## config.mk

```make
export PLATFORM = sky130hd
export DESIGN_NAME = pic_shadow_readback
export DESIGN_NICKNAME = d
export VERILOG_FILES = /design/src/rtl/pic_shadow_pkg.sv /design/src/rtl/pic_snoop_decoder.sv /design/src/rtl/pic_shadow_bank.sv /design/src/rtl/pic_read_seq.sv /design/src/rtl/pic_shadow_readback.sv
export SDC_FILE = /design/constraint.sdc
export NUM_CORES = 1
export LEC_CHECK = 0
export BUFFER_PORTS_ARGS = -buffer_cell sky130_fd_sc_hd__buf_2
export CAP_MARGIN = 40
export CELL_PAD_IN_SITES_DETAIL_PLACEMENT = 1
export CELL_PAD_IN_SITES_GLOBAL_PLACEMENT = 1
export CORE_UTILIZATION = 45
export DETAILED_ROUTE_END_ITERATION = 12
export GPL_ROUTABILITY_DRIVEN = 0
export HOLD_SLACK_MARGIN = 0.1
export PLACE_DENSITY = 0.8
export SYNTH_ARGS = -nofsm -noshare
export SYNTH_HDL_FRONTEND = slang
export SYNTH_HIERARCHICAL = 1
export SYNTH_SLANG_ARGS = --single-unit
```

## constraint.sdc

```tcl
create_clock -name clk -period 6.78 [get_ports clk]
set_clock_uncertainty 0.15 [all_clocks]
set_input_delay 0.678 -clock clk [delete_from_list [all_inputs] [get_ports clk]]
set_output_delay 0.678 -clock clk [all_outputs]
set_load 0.005 [all_outputs]
```

## src/rtl/pic_shadow_pkg.sv

```systemverilog
package pic_shadow_pkg;
  localparam int DATA_W        = 8;
  localparam int ADDR_W        = 16;
  localparam int NUM_CTL       = 2;
  localparam int WORDS_PER_CTL = 6;
  localparam int NUM_SLOTS     = NUM_CTL * WORDS_PER_CTL;
  localparam int PTR_W         = $clog2(NUM_SLOTS);

  // word position inside one controller's group of slots
  localparam int IDX_ICW1 = 0;
  localparam int IDX_ICW2 = 1;
  localparam int IDX_ICW3 = 2;
  localparam int IDX_ICW4 = 3;
  localparam int IDX_OCW2 = 4;
  localparam int IDX_OCW3 = 5;

  typedef enum logic [1:0] {
    SEQ_IDLE,
    SEQ_WANT_ICW2,
    SEQ_WANT_ICW3,
    SEQ_WANT_ICW4
  } init_seq_e;

  // readback formatting: force the fixed bits of each word kind
  function automatic logic [DATA_W-1:0] fmt_word(input logic [2:0] widx,
                                                 input logic [DATA_W-1:0] raw);
    logic [DATA_W-1:0] v;
    v = raw;
    case (widx)
      3'(IDX_ICW4): v = raw & 8'h1F;
      3'(IDX_OCW2): v = raw & 8'h87;
      3'(IDX_OCW3): v = (raw & 8'h7F) | 8'h08;
      default:      v = raw;
    endcase
    return v;
  endfunction
endpackage

```

## src/rtl/pic_snoop_decoder.sv

```systemverilog
module pic_snoop_decoder
  import pic_shadow_pkg::*;
#(
  parameter int                 AW   = ADDR_W,
  parameter int                 DW   = DATA_W,
  parameter int                 NW   = WORDS_PER_CTL,
  parameter logic [AW-1:0]      BASE = 16'h0020
) (
  input  logic          clk,
  input  logic          rst_n,
  input  logic          io_wr,
  input  logic [AW-1:0] io_addr,
  input  logic [DW-1:0] io_wdata,
  output logic [NW-1:0] cap_en
);
  localparam logic [AW-1:0] ODD_ADDR = BASE | {{(AW-1){1'b0}}, 1'b1};

  init_seq_e seq_q, seq_d;
  logic      single_q, single_d;
  logic      need4_q, need4_d;
  logic      hit_even, hit_odd;

  assign hit_even = io_wr && (io_addr == BASE);
  assign hit_odd  = io_wr && (io_addr == ODD_ADDR);

  always_comb begin
    seq_d    = seq_q;
    single_d = single_q;
    need4_d  = need4_q;
    cap_en   = '0;
    if (hit_even) begin
      if (io_wdata[4]) begin
        cap_en[IDX_ICW1] = 1'b1;
        seq_d            = SEQ_WANT_ICW2;
        single_d         = io_wdata[1];
        need4_d          = io_wdata[0];
      end else if (io_wdata[3]) begin
        cap_en[IDX_OCW3] = 1'b1;
      end else begin
        cap_en[IDX_OCW2] = 1'b1;
      end
    end else if (hit_odd) begin
      case (seq_q)
        SEQ_WANT_ICW2: begin
          cap_en[IDX_ICW2] = 1'b1;
          if (!single_q)    seq_d = SEQ_WANT_ICW3;
          else if (need4_q) seq_d = SEQ_WANT_ICW4;
          else              seq_d = SEQ_IDLE;
        end
        SEQ_WANT_ICW3: begin
          cap_en[IDX_ICW3] = 1'b1;
          seq_d = need4_q ? SEQ_WANT_ICW4 : SEQ_IDLE;
        end
        SEQ_WANT_ICW4: begin
          cap_en[IDX_ICW4] = 1'b1;
          seq_d = SEQ_IDLE;
        end
        default: ;
      endcase
    end
  end

  always_ff @(posedge clk or negedge rst_n) begin
    if (!rst_n) begin
      seq_q    <= SEQ_IDLE;
      single_q <= 1'b0;
      need4_q  <= 1'b0;
    end else begin
      seq_q    <= seq_d;
      single_q <= single_d;
      need4_q  <= need4_d;
    end
  end

  // ICW3 only taken when ICW1 asked for cascade mode
  assert_icw3_cascade_R6: assert property (@(posedge clk) disable iff (!rst_n)
    cap_en[IDX_ICW3] |-> !single_q);
  // ICW4 only taken when ICW1 asked for it
  assert_icw4_requested_R6: assert property (@(posedge clk) disable iff (!rst_n)
    cap_en[IDX_ICW4] |-> need4_q);
  // odd write outside a sequence captures nothing
  assert_mask_ignored_R8: assert property (@(posedge clk) disable iff (!rst_n)
    (hit_odd && seq_q == SEQ_IDLE) |-> (cap_en == '0));
  // after ICW1 the sequence expects ICW2
  assert_icw1_arms_R5: assert property (@(posedge clk) disable iff (!rst_n)
    cap_en[IDX_ICW1] |=> (seq_q == SEQ_WANT_ICW2));
  // operation words leave the sequence untouched
  assert_ocw_keeps_seq_R7: assert property (@(posedge clk) disable iff (!rst_n)
    (cap_en[IDX_OCW2] || cap_en[IDX_OCW3]) |=> $stable(seq_q));
endmodule

```

## src/rtl/pic_shadow_bank.sv

```systemverilog
module pic_shadow_bank
  import pic_shadow_pkg::*;
#(
  parameter int NS = NUM_SLOTS,
  parameter int NW = WORDS_PER_CTL,
  parameter int DW = DATA_W,
  parameter int PW = PTR_W
) (
  input  logic          clk,
  input  logic          rst_n,
  input  logic [NS-1:0] cap_en,
  input  logic [DW-1:0] cap_data,
  input  logic [PW-1:0] rd_ptr,
  output logic [DW-1:0] rd_data
);
  logic [DW-1:0] slot_q [NS];
  logic [DW-1:0] slot_d [NS];
  logic [PW-1:0] word_idx;

  always_comb begin
    for (int i = 0; i < NS; i++) begin
      slot_d[i] = cap_en[i] ? cap_data : slot_q[i];
    end
  end

  always_ff @(posedge clk or negedge rst_n) begin
    if (!rst_n) begin
      for (int i = 0; i < NS; i++) slot_q[i] <= '0;
    end else begin
      for (int i = 0; i < NS; i++) slot_q[i] <= slot_d[i];
    end
  end

  assign word_idx = rd_ptr % PW'(NW);
  assign rd_data  = fmt_word(word_idx[2:0], slot_q[rd_ptr]);

  // forced bits of ICW4 / OCW2 / OCW3 on readback
  assert_icw4_fmt_R9: assert property (@(posedge clk) disable iff (!rst_n)
    (word_idx == PW'(IDX_ICW4)) |-> (rd_data[7:5] == 3'b000));
  assert_ocw2_fmt_R9: assert property (@(posedge clk) disable iff (!rst_n)
    (word_idx == PW'(IDX_OCW2)) |-> (rd_data[6:3] == 4'b0000));
  assert_ocw3_fmt_R9: assert property (@(posedge clk) disable iff (!rst_n)
    (word_idx == PW'(IDX_OCW3)) |-> (rd_data[3] && !rd_data[7]));
endmodule

```

## src/rtl/pic_read_seq.sv

```systemverilog
module pic_read_seq
  import pic_shadow_pkg::*;
#(
  parameter int NS = NUM_SLOTS,
  parameter int PW = PTR_W
) (
  input  logic          clk,
  input  logic          rst_n,
  input  logic          rd_stb,
  input  logic          rd_wr,
  output logic [PW-1:0] ptr_q
);
  localparam logic [PW-1:0] LAST = PW'(NS - 1);

  logic [PW-1:0] ptr_d;

  always_comb begin
    ptr_d = ptr_q;
    if (rd_wr)       ptr_d = '0;
    else if (rd_stb) ptr_d = (ptr_q == LAST) ? '0 : ptr_q + 1'b1;
  end

  always_ff @(posedge clk or negedge rst_n) begin
    if (!rst_n) ptr_q <= '0;
    else        ptr_q <= ptr_d;
  end

  // pointer stays inside the twelve entries and wraps
  assert_ptr_range_R2: assert property (@(posedge clk) disable iff (!rst_n)
    ptr_q <= LAST);
  assert_ptr_wrap_R2: assert property (@(posedge clk) disable iff (!rst_n)
    (rd_stb && !rd_wr && ptr_q == LAST) |=> (ptr_q == '0));
  assert_ptr_step_R2: assert property (@(posedge clk) disable iff (!rst_n)
    (!rd_stb && !rd_wr) |=> $stable(ptr_q));
  // write to the readback port restarts the order
  assert_ptr_restart_R3: assert property (@(posedge clk) disable iff (!rst_n)
    rd_wr |=> (ptr_q == '0));
endmodule

```

## src/rtl/pic_shadow_readback.sv

```systemverilog
module pic_shadow_readback
  import pic_shadow_pkg::*;
#(
  parameter int                 AW        = ADDR_W,
  parameter int                 DW        = DATA_W,
  parameter logic [AW-1:0]      CTL1_BASE = 16'h0020,
  parameter logic [AW-1:0]      CTL2_BASE = 16'h00A0
) (
  input  logic          clk,
  input  logic          rst_n,
  input  logic          io_wr,
  input  logic [AW-1:0] io_addr,
  input  logic [DW-1:0] io_wdata,
  input  logic          rd_stb,
  input  logic          rd_wr,
  output logic [DW-1:0] rd_data
);
  localparam int NC = NUM_CTL;
  localparam int NW = WORDS_PER_CTL;
  localparam int NS = NC * NW;
  localparam int PW = $clog2(NS);

  logic          rst_meta_q, rst_sync_q;
  logic [NS-1:0] cap_all;
  logic [PW-1:0] ptr;

  // asynchronous assert, synchronous release
  always_ff @(posedge clk or negedge rst_n) begin
    if (!rst_n) begin
      rst_meta_q <= 1'b0;
      rst_sync_q <= 1'b0;
    end else begin
      rst_meta_q <= 1'b1;
      rst_sync_q <= rst_meta_q;
    end
  end

  for (genvar c = 0; c < NC; c++) begin : g_ctl
    localparam logic [AW-1:0] BASE_C = (c == 0) ? CTL1_BASE : CTL2_BASE;
    pic_snoop_decoder #(.AW(AW), .DW(DW), .NW(NW), .BASE(BASE_C)) u_dec (
      .clk      (clk),
      .rst_n    (rst_sync_q),
      .io_wr    (io_wr),
      .io_addr  (io_addr),
      .io_wdata (io_wdata),
      .cap_en   (cap_all[c*NW +: NW])
    );
  end

  pic_shadow_bank #(.NS(NS), .NW(NW), .DW(DW), .PW(PW)) u_bank (
    .clk      (clk),
    .rst_n    (rst_sync_q),
    .cap_en   (cap_all),
    .cap_data (io_wdata),
    .rd_ptr   (ptr),
    .rd_data  (rd_data)
  );

  pic_read_seq #(.NS(NS), .PW(PW)) u_seq (
    .clk    (clk),
    .rst_n  (rst_sync_q),
    .rd_stb (rd_stb),
    .rd_wr  (rd_wr),
    .ptr_q  (ptr)
  );

  // a write lands in at most one slot, and only at a controller port
  assert_one_slot_R10: assert property (@(posedge clk) disable iff (!rst_sync_q)
    $onehot0(cap_all));
  assert_decode_R10: assert property (@(posedge clk) disable iff (!rst_sync_q)
    (cap_all != '0) |-> (io_addr[AW-1:8] == '0 &&
                         (io_addr[7:1] == CTL1_BASE[7:1] || io_addr[7:1] == CTL2_BASE[7:1])));
  // slot 0 read right after reset is zero
  assert_reset_state_R4: assert property (@(posedge clk)
    (rst_sync_q && !$past(rst_sync_q)) |-> (ptr == '0 && rd_data == '0));
endmodule

```

Yosys cells after proc, flatten, opt, wreduce, memory -nomap -nowiden
Index checks and enable logic that the tools add are counted.
Widths: inputs -> output; s select.

storage, ports and cells
  register bits = 110
  output and inout bits = 8

cells by class
  add/subtract/negate cells = 1
  divide/modulo/power cells = 1
  $lt $le $gt $ge = 1
  equality and inequality tests = 16
  mux-type cells = 36
  bitwise operators = 1
  reduce and logical (&&, ||, !) cells = 13

operators with widths
  kind                 number
  $bmux 8 s4           1
  $eq 16x6->1 const B  2
  $eq 16x8->1 const B  2
  $mux 2               12
  $pmux 8 s3           1
  $mux 8               2
  $mux 3               4
  $mux 4               3
  $pmux 2 s3           2
  $mux 1               11
  $eq 2x2->1 const B   4
  $reduce_bool 4->1    2
  $eq 3x3->1 const B   2
  $reduce_and 3->1     2
  $reduce_bool 2->1    3
  $ge 5x5->1 const B   1
  $not 4->5            1
  $add 4x1->4 const B  1
  $eq 2x1->1 const B   2
  $eq 4x4->1 const B   1
  $logic_and 1x1->1    4
  $mod 4x3->4 const B  1
  $ne 2x2->1 const B   2
  $reduce_and 2->1     2
  $eq 3x2->1 const B   1

Depth between registers and ports, before layout
  depth in word-level cells = 5
  mapped depth = 7
  gate-level depth less buffers = 6

Hierarchy
The synthesis kept the hierarchy.

modules (own cells, without submodules)
  module                              times used  cells each  area each (µm²)  seq. area each (µm²)
  pic_shadow_bank                     1           288         3900.0           2052.0
  pic_snoop_decoder (g_ctl[0].u_dec)  1           37          426.7            100.1
  pic_snoop_decoder (g_ctl[1].u_dec)  1           37          415.4            100.1
  pic_read_seq                        1           21          210.2            100.1
  pic_shadow_readback                 1           3           53.8             50.0

Worst setup path after synthesis
No wires, ideal clock.

  path kind = in2reg
  start point = input port io_addr[12]
  end point = register u_bank/slot_q[40] (netlist name)
  setup time = 125 ps
  data arrival time = 2068 ps
  required time = 6505 ps
  slack = 4437 ps
  stages on the path = 5
  cells stage by stage = nor4b_4 > nand4_2 > nor3b_4 > clkbuf_1 > mux2_2

on the way
  longest elaborated chain between the ends = 3

RTL lines
  what               RTL line                   source
  from (decl)        pic_shadow_readback.sv:12  input logic [AW-1:0] io_addr,
  $eq 16x8->1        pic_snoop_decoder.sv:23    assign hit_even = io_wr && (io_addr == BASE);
  $logic_and 1x1->1  pic_snoop_decoder.sv:23
  $mux 1             pic_snoop_decoder.sv:31    if (hit_even) begin
  net cap_all[6]     pic_shadow_readback.sv:24  logic [NS-1:0] cap_all;
  to (decl)          pic_shadow_bank.sv:16      logic [DW-1:0] slot_q [NS];

The timed path passes the listed nets, and every way through them passes these cells.
A chain may end at the register's enable or synchronous reset.

Final worst setup path
  start point = register u_seq.ptr_q[2]
  end point = output port rd_data[5]

on the way
  longest elaborated chain between the ends = 5
  elaborated cells on any way between the ends = 9
  classes of those cells = 1 x div; 3 x eq/ne; 4 x mux; 1 x bitwise

RTL lines
  what                                                 RTL line                   source
  from (decl)                                          pic_read_seq.sv:11         output logic [PW-1:0] ptr_q
  from (signal assigned)                               pic_read_seq.sv:25         else ptr_q <= ptr_d;
  branches (longest 4 deep; another with $mod 4x3->4)  -
  $pmux 8 s3 (*)                                       pic_shadow_pkg.sv:29       case (widx)
  to (decl)                                            pic_shadow_readback.sv:16  output logic [DW-1:0] rd_data

Every way passes the cells marked *. The select of a mux whose other input is x is not followed.

==> results by group <==
Clocking
  – PostCTS Resize Cnt: 0
  – H-tree level count: 3
  – Worst-path clk slew: approximately 0.08 ns
  – Deepest clock path buffer count: 2
  – CTS Hold Buffers Added: 2
  – CTS Buf Count: 9
  – Clock Tree Root: clkbuf_8
  – TritonCTS Sinks: 96
  – Setup Buffers After CTS: 0
  – CTS tree: done
  – Worst-Skew Late Latency: 0.38 ns

Detailed routing
  – TritonRoute pass-1 iters: 4
  – Drt total wl: 11,700 microns
  – DR DRC count: 0
  – Vias: 3,247
  – Iteration-0 DRC Markers: 172
  – Wire length per cell: approximately 21 microns
  – Vias per cell: 5.84
  – Final ANT Viol Nets: 0

Placement
  – Placed inst area: 0.00529 sq mm
  – Port bufs: 36
  – Post-DP HPWL: 8010 microns

Timing
  – Peak Freq: 309 MHz
  – Measured slew at the worst slew-check pin: 0.831 ns
  – Final setup viols: 0
  – Total negative slack: 0 ns
  – Slew Limit Headroom: 44.6%
  – Fin crit share: 47.8%
  – Hold Violations, Final: 0
  – Unrepaired setup endpoints after global routing: false
  – Tmin final: 3.24 ns
  – Final Max Tran Viols: 0

Power and ir drop
  – P_leak: 2.62 nW
  – VDD IR max: roughly 0.12 mV
  – Pwr Total: 1.01 mW
  – Power Density: 184 mW/mm^2

Layout
  – Post-layout util: 50.6%
  – Share of layout cells above drive strength 1: 40.6%
  – Layout area overhead: 9.60%
  – ANT cells: 0
  – Nets: 448
  – Final instance area: 0.00549 sq mm

Global routing
  – Largest net degree at the start of global routing: 55
  – Initial antenna violation count: 0
  – Vias in the first global route: 3,466
  – Gr ovfl total: 0
  – First-pass GRT wire length: around 19,000 microns
  – Total track usage: between 20% and 30%

Floorplan
  – Die ar.: 0.0116 sq mm
  – Initial Util: 46.2%
  – Die width: 107 microns
  – Ports: 37
  – Core area: approximately 0.011 sq mm
  – Die Y: 107 microns
  – # rows: 38

Worst setup path
  – Critical-path top delay cell: dfrtp_1
  – Path depth of the worst reg2reg path: 4
  – Kind of end point of the critical path: primary output
  – Crit path arrival time: 2.41 ns
  – WS Path Type: reg -> out
  – WP data required: about 6.0 ns
  – Worst path cell trace: buf_4 -> nor2b_1 -> and3_1 -> o21ai_0 -> a32oi_1 -> buf_2
  – Worst-path maximum fanout: 20
  – CP Launch Type: register
  – Crit-path max cell delay: about 0.57 ns

Synthesis
  – Mapped Area: ~0.005 sq mm
  – Mean Syn Cell Area: 13.0 sq um
  – Post-synthesis register bit count: 96
  – Ys flop type: dfrtp_1
  – Mapped Cells: 386
  – Synth cell types: between 50 and 60
  – Dominant cell type by area after synthesis: dfrtp_1
  – Post-synth EDFFs: 0
  – Seq/Total Area, Yosys: 48.0%
  – Ys async rst share: 100%
  – Dominant cells by area after synthesis: dfrtp_1 48%, mux2_2 19%, mux2i_1 4.0%, mux2_4 2.1%, ha_1 1.7%
  – Synth warn: 6
  – Post-synth top area share: 48.0%
  – Syn nets: between 400 and 500

Status
  – Status: finished, final reports clean

Min path
  – Worst Hold Class: reg -> reg
  – Hold Path Stages: 0

Job
  – Max-cap check violation count: 0
## worst max-delay path, delay by kind of cell (launching register included)
kind	cells	cell delay, ns
compound gates	2	0.34
buf+inv	2	0.46
flops	1	0.57
simple gates	2	0.67
## cell usage after synthesis, drive strengths merged, types with 7 or more instances
master and n:
dfrtp 96, mux2 92, clkbuf 21, mux2i 20
nor2 15, o21ai 13, and3 10, buf 9
nand2 9, ha 7, inv 7
## report_power, final
| part | internal [mW] | switching [mW] |
|---|---|---|
| Sequential | 0.574 | 0.00285 |
| Clock | 0.151 | 0.200 |
| Combinational | 0.0285 | 0.0511 |
## kinds of logic (layout without fill, tap and decap cells)
| family | count (synthesis) | in the layout | synth area share, % |
|---|---|---|---|
| AOI/OAI and AO/OA | 55 | 55 | 7.87 |
| adders and majority gates | 7 | 7 | 1.75 |
| buffers and inverters | 37 | 67 | 3.80 |
| DFF | 96 | 96 | 48.0 |
| muxes | 116 | 116 | 27.2 |
| other | 1 | 1 | 0.0749 |
| and+or+nand+nor | 74 | 74 | 11.3 |
## registers in the layout (all words and copies together) (netlist names)
name and cells:
u_bank/slot_q 82, g_ctl.u_dec/seq_q 4, u_seq/ptr_q 4, g_ctl.u_dec/single_q 2
rst_meta_q 1, rst_sync_q 1, g_ctl.u_dec/need4_q 2
## metal layers
layer / wire [microns] / share of wire, % / global-route usage, %
met1: 5320 / 45 / 30.2
met2: 5870 / 50 / 37.2
met3: 341 / 2.9 / 3.75
met4: 184 / 1.6 / 9.30
met5: 0 / 0 / 0
## path summary, 6_finish.rpt
path	start	endpoint	slack, ns
max	u_seq/ptr_q[2]$_DFFE_PN0P_	rd_data[5]	3.54
min	rst_meta_q$_DFF_PN0_	rst_sync_q$_DFF_PN0_	0.21
max reg2reg	g_ctl[1].u_dec/seq_q[0]$_DFFE_PN0P_	u_bank/slot_q[25]$_DFFE_PN0P_	4.82
min reg2reg	rst_meta_q$_DFF_PN0_	rst_sync_q$_DFF_PN0_	0.21
max in group asynchronous	rst_sync_q$_DFF_PN0_	u_bank/slot_q[0]$_DFFE_PN0P_	5.49
min in group asynchronous	rst_sync_q$_DFF_PN0_	u_bank/slot_q[33]$_DFFE_PN0P_	0.22
## layout make-up
class,instances,area (sq um)
Clock buffer,12,155
Clock inverter,3,17.5
Fill cell,1126,5350
Inverter,7,26.3
Multi-Input combinational cell,253,2410
Sequential cell,96,2410
Tap cell,140,175
Timing Repair Buffer,45,293
## cells in the final DEF (no fill, tap or decap), types with 3 or more instances in the layout
| cell type | n |
|---|---|
| dfrtp_1 | 95 |
| mux2_2 | 85 |
| buf_2 | 36 |
| mux2i_1 | 20 |
| nor2_1 | 15 |
| clkbuf_8 | 11 |
| o21ai_0 | 11 |
| and3_1 | 10 |
| nand2_1 | 9 |
| inv_1 | 7 |
| mux2_4 | 7 |
| ha_1 | 7 |
| nand2b_1 | 6 |
| a22o_1 | 6 |
| a21oi_1 | 6 |
| nor2b_1 | 5 |
| buf_4 | 5 |
| nor4_4 | 4 |
| nand3_1 | 4 |
| o2bb2ai_1 | 4 |
| nor4b_4 | 3 |
| a2bb2oi_1 | 3 |
| and2_1 | 3 |
## through the flow
step / setup WS (ns) / instances / hold WS (ns)
final: 3.54 / 556 / 0.207
after global routing: 3.39 / 556 / 0.212
after CTS: 3.52 / 556 / 0.211
after detailed placement: 3.95 / 539 / 0.00339
after global placement: 3.86 / 537 / -0.00639
after floorplan: 3.76 / 386 / 0.181
Note: power is estimated with default switching activity, not from simulation.
